[src/rtl/pfd_pkg.sv]
package pfd_pkg;
  localparam int unsigned NUM_IN = 2;
  localparam int unsigned IDX_REF = 0;
  localparam int unsigned IDX_FB  = 1;

  typedef enum logic {
    OFS_ON_UP = 1'b0,
    OFS_ON_DN = 1'b1
  } ofs_pol_e;
endpackage

[src/rtl/pfd_edge_sync.sv]
module pfd_edge_sync #(
  parameter int unsigned STAGES = 2
) (
  input  logic clk,
  input  logic rst,
  input  logic din,
  output logic rise
);
  localparam int unsigned LAST = STAGES - 1;

  logic [STAGES-1:0] chain;
  logic              seen;

  always_ff @(posedge clk) begin
    if (rst) begin
      chain <= '0;
      seen  <= 1'b0;
    end else begin
      chain <= {chain[STAGES-2:0], din};
      seen  <= chain[LAST];
    end
  end

  assign rise = chain[LAST] & ~seen;
endmodule

[src/rtl/pfd_core.sv]
module pfd_core (
  input  logic clk,
  input  logic rst,
  input  logic ref_rise,
  input  logic fb_rise,
  output logic ref_st,
  output logic fb_st,
  output logic err_done
);
  logic ref_nx, fb_nx, meet;

  always_comb begin
    ref_nx   = ref_st | ref_rise;
    fb_nx    = fb_st | fb_rise;
    meet     = ref_nx & fb_nx;
    err_done = meet & (ref_st | fb_st);
  end

  // The clear path is real logic, so the flops that only ever load a
  // constant 1 cannot be reduced to wires.
  always_ff @(posedge clk) begin
    if (rst) begin
      ref_st <= 1'b0;
      fb_st  <= 1'b0;
    end else if (meet) begin
      ref_st <= 1'b0;
      fb_st  <= 1'b0;
    end else begin
      ref_st <= ref_nx;
      fb_st  <= fb_nx;
    end
  end
endmodule

[src/rtl/pfd_offset.sv]
module pfd_offset
  import pfd_pkg::*;
#(
  parameter int unsigned LEN_W = 6
) (
  input  logic             clk,
  input  logic             rst,
  input  logic             load,
  input  logic             abort,
  input  logic [LEN_W-1:0] len,
  input  ofs_pol_e         pol,
  output logic             ofs_on,
  output logic             ofs_up,
  output logic             ofs_dn
);
  logic [LEN_W-1:0] remain;

  always_ff @(posedge clk) begin
    if (rst)                 remain <= '0;
    else if (load)           remain <= len;
    else if (abort)          remain <= '0;
    else if (remain != '0)   remain <= remain - 1'b1;
  end

  assign ofs_on = (remain != '0);
  assign ofs_up = ofs_on & (pol == OFS_ON_UP);
  assign ofs_dn = ofs_on & (pol == OFS_ON_DN);
endmodule

[src/rtl/pfd_offset_top.sv]
module pfd_offset_top
  import pfd_pkg::*;
#(
  parameter int unsigned SYNC_STAGES = 2,
  parameter int unsigned LEN_W       = 6
) (
  input  logic             clk,
  input  logic             rst,
  input  logic             ref_in,
  input  logic             fb_in,
  input  logic [LEN_W-1:0] ofs_len,
  input  logic             ofs_pol,
  output logic             up,
  output logic             dn
);
  logic [NUM_IN-1:0] raw_in;
  logic [NUM_IN-1:0] rise_vec;
  logic ref_rise, fb_rise;
  logic ref_st, fb_st, err_done;
  logic ofs_on, ofs_up, ofs_dn;

  assign raw_in[IDX_REF] = ref_in;
  assign raw_in[IDX_FB]  = fb_in;

  for (genvar gi = 0; gi < NUM_IN; gi++) begin : g_sync
    pfd_edge_sync #(.STAGES(SYNC_STAGES)) i_sync (
      .clk  (clk),
      .rst  (rst),
      .din  (raw_in[gi]),
      .rise (rise_vec[gi])
    );
  end

  assign ref_rise = rise_vec[IDX_REF];
  assign fb_rise  = rise_vec[IDX_FB];

  pfd_core i_core (
    .clk      (clk),
    .rst      (rst),
    .ref_rise (ref_rise),
    .fb_rise  (fb_rise),
    .ref_st   (ref_st),
    .fb_st    (fb_st),
    .err_done (err_done)
  );

  pfd_offset #(.LEN_W(LEN_W)) i_offset (
    .clk    (clk),
    .rst    (rst),
    .load   (err_done),
    .abort  (ref_rise | fb_rise),
    .len    (ofs_len),
    .pol    (ofs_pol_e'(ofs_pol)),
    .ofs_on (ofs_on),
    .ofs_up (ofs_up),
    .ofs_dn (ofs_dn)
  );

  assign up = ref_st | ofs_up;
  assign dn = fb_st  | ofs_dn;
endmodule

[config.mk]
export PLATFORM = sky130hd
export DESIGN_NAME = pfd_offset_top
export DESIGN_NICKNAME = d
export VERILOG_FILES = /design/src/rtl/pfd_pkg.sv /design/src/rtl/pfd_edge_sync.sv /design/src/rtl/pfd_core.sv /design/src/rtl/pfd_offset.sv /design/src/rtl/pfd_offset_top.sv
export SDC_FILE = /design/constraint.sdc
export NUM_CORES = 1
export LEC_CHECK = 0
export ABC_CLOCK_PERIOD_IN_PS = 5900
export BUFFER_PORTS_ARGS = -buffer_cell sky130_fd_sc_hd__buf_2
export CAP_MARGIN = 40
export CORE_AREA = 5 5 42 44
export DETAILED_ROUTE_END_ITERATION = 10
export DIE_AREA = 0 0 47 49
export PLACE_DENSITY = 0.83
export SYNTH_ARGS = -nofsm -noshare
export SYNTH_HDL_FRONTEND = slang
export SYNTH_SLANG_ARGS = --single-unit
[constraint.sdc]
create_clock -name clk -period 5.9 [get_ports clk]
set_clock_uncertainty 0.1 [all_clocks]
set_input_delay 1.77 -clock clk [delete_from_list [all_inputs] [get_ports clk]]
set_output_delay 1.77 -clock clk [all_outputs]
set_load 0.02 [all_outputs]
; ---- Word-level counts from Yosys, hierarchy flattened
; Index checks and enable logic that the tools add are counted.
; W data, S select, Z words.
[totals]
elab_cells = 29
input_bits = 11
output_inout_bits = 2
register_bits = 14
[op_classes]
n_mux = 3
bitwise = 15
n_addsub = 1
n_reduce_logical = 3
[ops]
columns = op, count
row1 = $mux W6, 3
row2 = $and A1 B1 Y1, 6
row3 = $or A1 B1 Y1, 6
row4 = $reduce_bool A6 Y1, 1
row5 = $sub A6 B1 Y6 const B, 1
row6 = $not A1 Y1, 3
row7 = $reduce_bool A3 Y1, 1
row8 = $reduce_or A2 Y1, 1

; ---- Longest topological paths before layout
; Gate-level depths: netlist (run 1).
[logic_depth]
word_depth = 6
depth_mapped = 6
ltp_nobuf = 6

; ---- Hierarchy
; Synthesis (run 1) repeated with hierarchy kept, for this count alone.
[hier_totals]
cells_unflattened = 66
area_unflattened_um2 = 625.6
[modules_own_cells]
columns = module, seq_area_each_um2, cells_per_inst, instances, area_per_inst_um2
row1 = pfd_offset, 120.1, 41, 1, 362.8
row2 = pfd_edge_sync, 60.1, 7, 2, 87.6
row3 = pfd_core, 40.0, 8, 1, 68.8
row4 = pfd_offset_top, 0.0, 3, 1, 18.8

; ---- Worst setup path after synthesis (run 1)
; OpenSTA, ideal clock, no wires.
[synth_path]
kind = input port to output port
from = in ofs_pol
to = out up
setup_slack_ns = 2.025
t_required_ns = 4.030
n_path_buf = 0
cell_stages = 2
arrival_ns = 2.005
cell_sequence = inv_1 -> a21o_2
[synth_via]
elab_chain_cells = 3
[synth_lines]
columns = element, line_no
row1 = start: declaration, pfd_offset_top.sv:12  ; input logic ofs_pol,
row2 = $not A1 Y1, pfd_offset.sv:26  ; assign ofs_up = ofs_on & (pol == OFS_ON_UP);
row3 = $and A1 B1 Y1, pfd_offset.sv:26
row4 = $or A1 B1 Y1, pfd_offset_top.sv:59  ; assign up = ref_st | ofs_up;
row5 = end: declaration, pfd_offset_top.sv:13  ; output logic up,
; No other way between the ends.

; ---- Worst setup path after layout (run 1)
; Same ends and word-level chain as after synthesis.

==> results of run 1 <==
-- state kept, by name, indices dropped and copies added, names as in the netlist --
register             flops
i_core.fb_st             1
i_offset.remain          6
g_sync.i_sync.seen       2
g_sync.i_sync.chain      4
i_core.ref_st            1
-- cell usage after synthesis --
master / number / area, um^2
a211o_1: 1 / 8.76
a211oi_1: 1 / 7.51
a21o_1: 3 / 22.5
a21o_2: 2 / 17.5
a21oi_1: 1 / 5.00
a221oi_2: 2 / 30.0
a32oi_1: 3 / 26.3
buf_2: 1 / 5.00
clkbuf_1: 2 / 7.51
dfxtp_1: 14 / 280
ha_1: 2 / 25.0
inv_1: 3 / 11.3
nand2_1: 1 / 3.75
nand3_1: 3 / 15.0
nor2_1: 6 / 22.5
nor2b_1: 8 / 50.1
nor3_1: 2 / 10.0
nor3b_1: 1 / 7.51
nor4_1: 1 / 6.26
o21ai_0: 1 / 5.00
o21bai_1: 1 / 7.51
o31a_2: 1 / 10.0
or2_2: 1 / 6.26
or3_4: 1 / 11.3
or3b_1: 1 / 8.76
xor2_1: 3 / 26.3
-- how the worst min path moves through the flow --
stage / endpoint / cells past startpoint / from / slack [ns]
after floorplan: g_sync[0].i_sync.chain[1] / 1 / g_sync[0].i_sync.chain[0] / 0.31
after global placement: g_sync[0].i_sync.chain[1] / 1 / g_sync[0].i_sync.chain[0] / 0.33
after detailed placement: g_sync[0].i_sync.chain[1] / 1 / g_sync[0].i_sync.chain[0] / 0.33
after CTS: g_sync[1].i_sync.chain[1] / 1 / g_sync[1].i_sync.chain[0] / 0.36
after global routing: g_sync[0].i_sync.chain[1] / 1 / g_sync[0].i_sync.chain[0] / 0.36
final: g_sync[0].i_sync.chain[1] / 1 / g_sync[0].i_sync.chain[0] / 0.35
-- layout by cell type, fill, tap and decap left out, types with 2 or more instances in the layout --
cell type and n:
a21o_1 3, a221oi_2 2, dfxtp_1 14, clkbuf_4 3, nor2b_1 8, inv_1 3, ha_1 2, xor2_1 3
nor3_1 2, nand3_1 3, a21o_2 2, nor2_1 6, a32oi_1 3, buf_2 12
-- kinds of logic after synthesis --
group,count (synthesis),synth area share
DFF,14,0.440
and+or+nand+nor,25,0.222
adders and majority gates,2,0.0393
xor gates and xnor gates,3,0.0413
buffers and inverters,6,0.0373
AOI/OAI and AO/OA,16,0.220
-- layout make-up --
class | count | area (um^2)
Multi-Input combinational cell | 46 | 333
Tap cell | 16 | 20.0
Sequential cell | 14 | 280
Timing Repair Buffer | 12 | 60.1
Clock buffer | 3 | 22.5
Fill cell | 140 | 674
Inverter | 3 | 11.3
-- power by group through the flow --
stage               registers (mW)  logic [mW]  clock network, mW
global placement             0.135       0.155                  0
global route                 0.137       0.183             0.0577
floorplan                    0.132       0.138                  0
detailed placement           0.137       0.160                  0
finish                       0.135       0.161             0.0519
CTS                          0.134       0.161             0.0538
-- metal layers --
metal | wire [um] | share of wire | GRT usage
met1 | 522 | 0.44 | 0.152
met2 | 610 | 0.51 | 0.201
met3 | 47 | 0.039 | 0.0221
met4 | 14 | 0.012 | 0.0553
met5 | 0 | 0 | 0
-- worst max-delay path, cell delays in order --
cell and delay (ns):
buf_2 0.09, inv_1 0.03, a21o_2 0.17, buf_2 0.15
==> flow_summary.json, run 1 <==
{
  "status": "completed",
  "stdcell_area_um2": 727,
  "cts_made_buffers": 3,
  "cts_tree": "yes",
  "critPathLaunch": "ofs_pol",
  "antenna_found_initial": 0,
  "grtUsageTotal": 0.124,
  "synth_cell_type_count": 26,
  "critPathKind": "input pin to output port",
  "grt_max_degree": 12,
  "fin_crit_sh": 0.692,
  "clock-sinks": 14,
  "hold_violations": 0,
  "cts-htree-levels": 1,
  "r2r_slack_ns": 4.02,
  "setup_ws_ns": 1.82,
  "seq_power_share": 0.387,
  "antenna_cells": 0,
  "crit-reg2reg-capture": "i_offset.remain[2]",
  "synthesis.area_um2": 637,
  "hold_class": "flip-flop to flip-flop",
  "cp_data_arrival_time_ns": 2.21,
  "die-area_um2": 2300,
  "fin_setup_tns_ns": 0,
  "viasPerCell": 5.33,
  "r2r-start": "i_offset.remain[2]",
  "start_util": 0.454,
  "hold_slack_ns": 0.353,
  "worstPathRequired_ns": 4.03,
  "synth_seq_cells": 14,
  "core_area_um2": 1400,
  "drc_errors": 0,
  "cap_viol_max_count": 0,
  "drive_above_1_share": 0.282,
  "critPathCaptureType": "output port",
  "finalSetupViolations": 0,
  "grt_pass1_vias": 487,
  "fin_util": 0.519,
  "intPower_uw": 217,
  "wl_per_cell_um": 12.7,
  "max_slew_margin": 0.641,
  "cts_resized": 0,
  "num_rows": 14,
  "stdcell_count": 94,
  "ir_worst_vdd_mv": 0.211,
  "tightestPinTransition_ns": 0.535,
  "power_switching_uw": 131,
  "numPortBuffers": 12,
  "dpl.hpwl_um": 911,
  "syn_avg_cell_area_um2": 9.65,
  "drt_iter0_drc": 1,
  "cp_max_fo": 2,
  "io_pins": 13,
  "nets": 93,
  "cellLeakagePower_nw": 0.339,
  "start_kind": "input pin",
  "placed_area_um2": 704,
  "die_w_um": 47,
  "grt_pass1_wl_um": 2100,
  "syn_to_final_growth_pct": 14.1,
  "die_y_um": 49,
  "p_total_uw": 347,
  "dp_cells": 91,
  "root_buffer": "clkbuf_4",
  "p_comb_frac": 0.463,
  "insertion_delay_ns": 0.27,
  "worstSetupEndpoint": "up",
  "ys_seq_area_frac": 0.440,
  "ant_nets": 0,
  "pre_cts_ws_ns": 1.82,
  "reg2reg_depth": 4,
  "synthesis.nets": 79,
  "grt_setup_unrepaired": "no",
  "power.density_nw_per_um2": 478,
  "post_cts_buffers": 0,
  "cts-hold-fix-buffers": 0,
  "gp_congestion": 0.760,
  "ys.warnings.count": 0,
  "pwr-share-clk": 0.149,
  "sw_frac_of_total": 0.376,
  "slew_violations": 0,
  "routed_wirelength_um": 1200,
  "first_pass_iters": 3,
  "grt_overflow": 0,
  "clk_pin_slew_ns": 0.07,
  "cts_max_path_buffers": 2,
  "netlist_instances": 66,
  "num_vias": 501,
  "fin_crit_ns": 4.08,
  "max_freq_ghz": 0.245
}
Power figures use the tool's default switching activity.
==> inputs of run 2 (changes only) <==
ABC_CLOCK_PERIOD_IN_PS = 4200   (was 5900)
clock period = 4.2 ns   (was 5.9 ns; I/O delays follow)
==> run 2 against run 1 <==
Core utilization unchanged. Die area unchanged. Worst hold slack got worse by 0.0034 ns. Global-route usage decreased by 0.062 points. Clock power increased by 39%. Final cell count unchanged. Critical path type is now flip-flop to output port. First-iteration DRC count increased to 3.0 times the previous value.
==> flow_summary.json, run 2 (synthesis gave the netlist of run 1 again) <==
{
  "wl_per_cell_um": 12.7,
  "viasPerCell": 5.40,
  "syn_to_final_growth_pct": 14.1,
  "ir_worst_vdd_mv": 0.250,
  "finalSetupViolations": 0,
  "root_buffer": "clkbuf_4",
  "gp_congestion": 0.761,
  "grt_pass1_wl_um": 2040,
  "top_register": "i_offset.remain",
  "post_cts_buffers": 0,
  "insertion_delay_ns": 0.27,
  "top_regs": "i_offset.remain (6), g_sync.i_sync.chain (4), g_sync.i_sync.seen (2)",
  "drt_iter0_drc": 3,
  "cellLeakagePower_nw": 0.339,
  "num_vias": 508,
  "max_freq_ghz": 0.309,
  "sw_frac_of_total": 0.374,
  "grt_max_degree": 12,
  "reg2reg_depth": 4,
  "pwr-share-clk": 0.149,
  "power.density_nw_per_um2": 669,
  "fin_crit_sh": 0.771,
  "grt_pass1_vias": 476,
  "clock-sinks": 14,
  "cts_max_path_buffers": 2,
  "ant_nets": 0,
  "final_common_cell": "dfxtp_1",
  "largest_reg_flops": 6,
  "fin_crit_ns": 3.24,
  "cts-htree-levels": 1,
  "worstPathRequired_ns": 2.84,
  "die_y_um": 49,
  "drive_above_1_share": 0.282,
  "cp_top_family": "simple AND/OR/NAND/NOR gates",
  "io_pins": 13,
  "grt_overflow": 0,
  "cp_max_fo": 6,
  "intPower_uw": 304,
  "power_switching_uw": 182,
  "grt_setup_unrepaired": "no",
  "hold_violations": 0,
  "seq_area_um2": 280,
  "die-area_um2": 2300,
  "start_util": 0.454,
  "cp.depth": 4,
  "max_stage_delay_ns": 0.48,
  "fin_setup_tns_ns": 0,
  "status": "completed",
  "numPortBuffers": 12,
  "cts-hold-fix-buffers": 0,
  "start_kind": "flip-flop",
  "critPathCaptureType": "output port",
  "cts_resized": 0,
  "clk_pin_slew_ns": 0.07,
  "tightestPinTransition_ns": 0.509,
  "worst-path-buf-inv": 1,
  "crit_path_top_delay_cell": "or3b_1",
  "num_rows": 14,
  "grtUsageTotal": 0.123,
  "layout_common_cells": "14 x dfxtp_1, 12 x buf_2, 8 x nor2b_1",
  "die_w_um": 47,
  "cp_cell_sequence": "or3_4, or3b_1, a21o_2, buf_2",
  "hold_class": "flip-flop to flip-flop",
  "nets": 93,
  "multi_input_area_um2": 333,
  "p_comb_frac": 0.464,
  "hold_depth": 1,
  "antenna_cells": 0,
  "seq_power_share": 0.387,
  "cp_data_arrival_time_ns": 1.88,
  "drc_errors": 0,
  "cts_made_buffers": 3,
  "dpl.hpwl_um": 913,
  "core_area_um2": 1400,
  "first_pass_iters": 4,
  "cap_viol_max_count": 0,
  "fin_util": 0.519,
  "fillCellCount": 150,
  "routed_wirelength_um": 1200,
  "cts_tree": "yes",
  "critPathKind": "flip-flop to output port",
  "max_slew_margin": 0.659,
  "slew_violations": 0,
  "antenna_found_initial": 0
}
==> run 2: cell counts in the layout (fill, tap and decap cells not counted) <==
Identical to the previous run, type by type.
==> run 2: worst paths after layout <==
| kind | startpoint | endpoint | slack, ns |
|---|---|---|---|
| setup / recovery | i_offset.remain[2] | up | 0.96 |
| hold reg to reg | g_sync[0].i_sync.chain[0] | g_sync[0].i_sync.chain[1] | 0.35 |
| setup reg to reg | i_offset.remain[2] | i_offset.remain[3] | 2.34 |
| hold / removal | g_sync[0].i_sync.chain[0] | g_sync[0].i_sync.chain[1] | 0.35 |
==> run 2: through the flow <==
step	hold slack (ns)	area (um^2)	power [mW]	std cells	setup slack, ns
floorplan	0.314	637	0.378	66	1.34
global placement	0.326	704	0.408	91	1.15
detailed placement	0.339	704	0.417	91	1.14
CTS	0.356	727	0.491	94	0.942
global route	0.358	727	0.529	94	0.872
finish	0.349	727	0.486	94	0.960
==> run 2: power by group through the flow <==
stage,logic (mW),registers [mW],clock network (mW)
4_1_cts,0.226,0.189,0.0761
3_3_place_gp,0.218,0.190,0
2_1_floorplan,0.193,0.185,0
3_5_place_dp,0.225,0.192,0
5_1_grt,0.255,0.192,0.0828
6_report,0.225,0.188,0.0722
==> run 2: worst reg2reg max path, cell delays in order (launching register included) <==
cell      delay [ns]
dfxtp_1         0.34
or3_4           0.40
or3b_1          0.48
o21bai_1        0.33
nor2_1          0.09
==> run 2: final cells by class <==
class                      instances  area share
sequential                        14       0.386
multi-input combinational         46       0.458
timing repair buffer              12      0.0826
clock buffer                       3      0.0310
inverter                           3      0.0155
tap                               16      0.0275
==> run 2: layer usage <==
metal,routed length (um),track usage,vias up
li1,-,-,260
met1,503,0.139,235
met2,612,0.192,9
met3,50,0.0332,4
met4,30,0.0829,0
met5,0,0,-
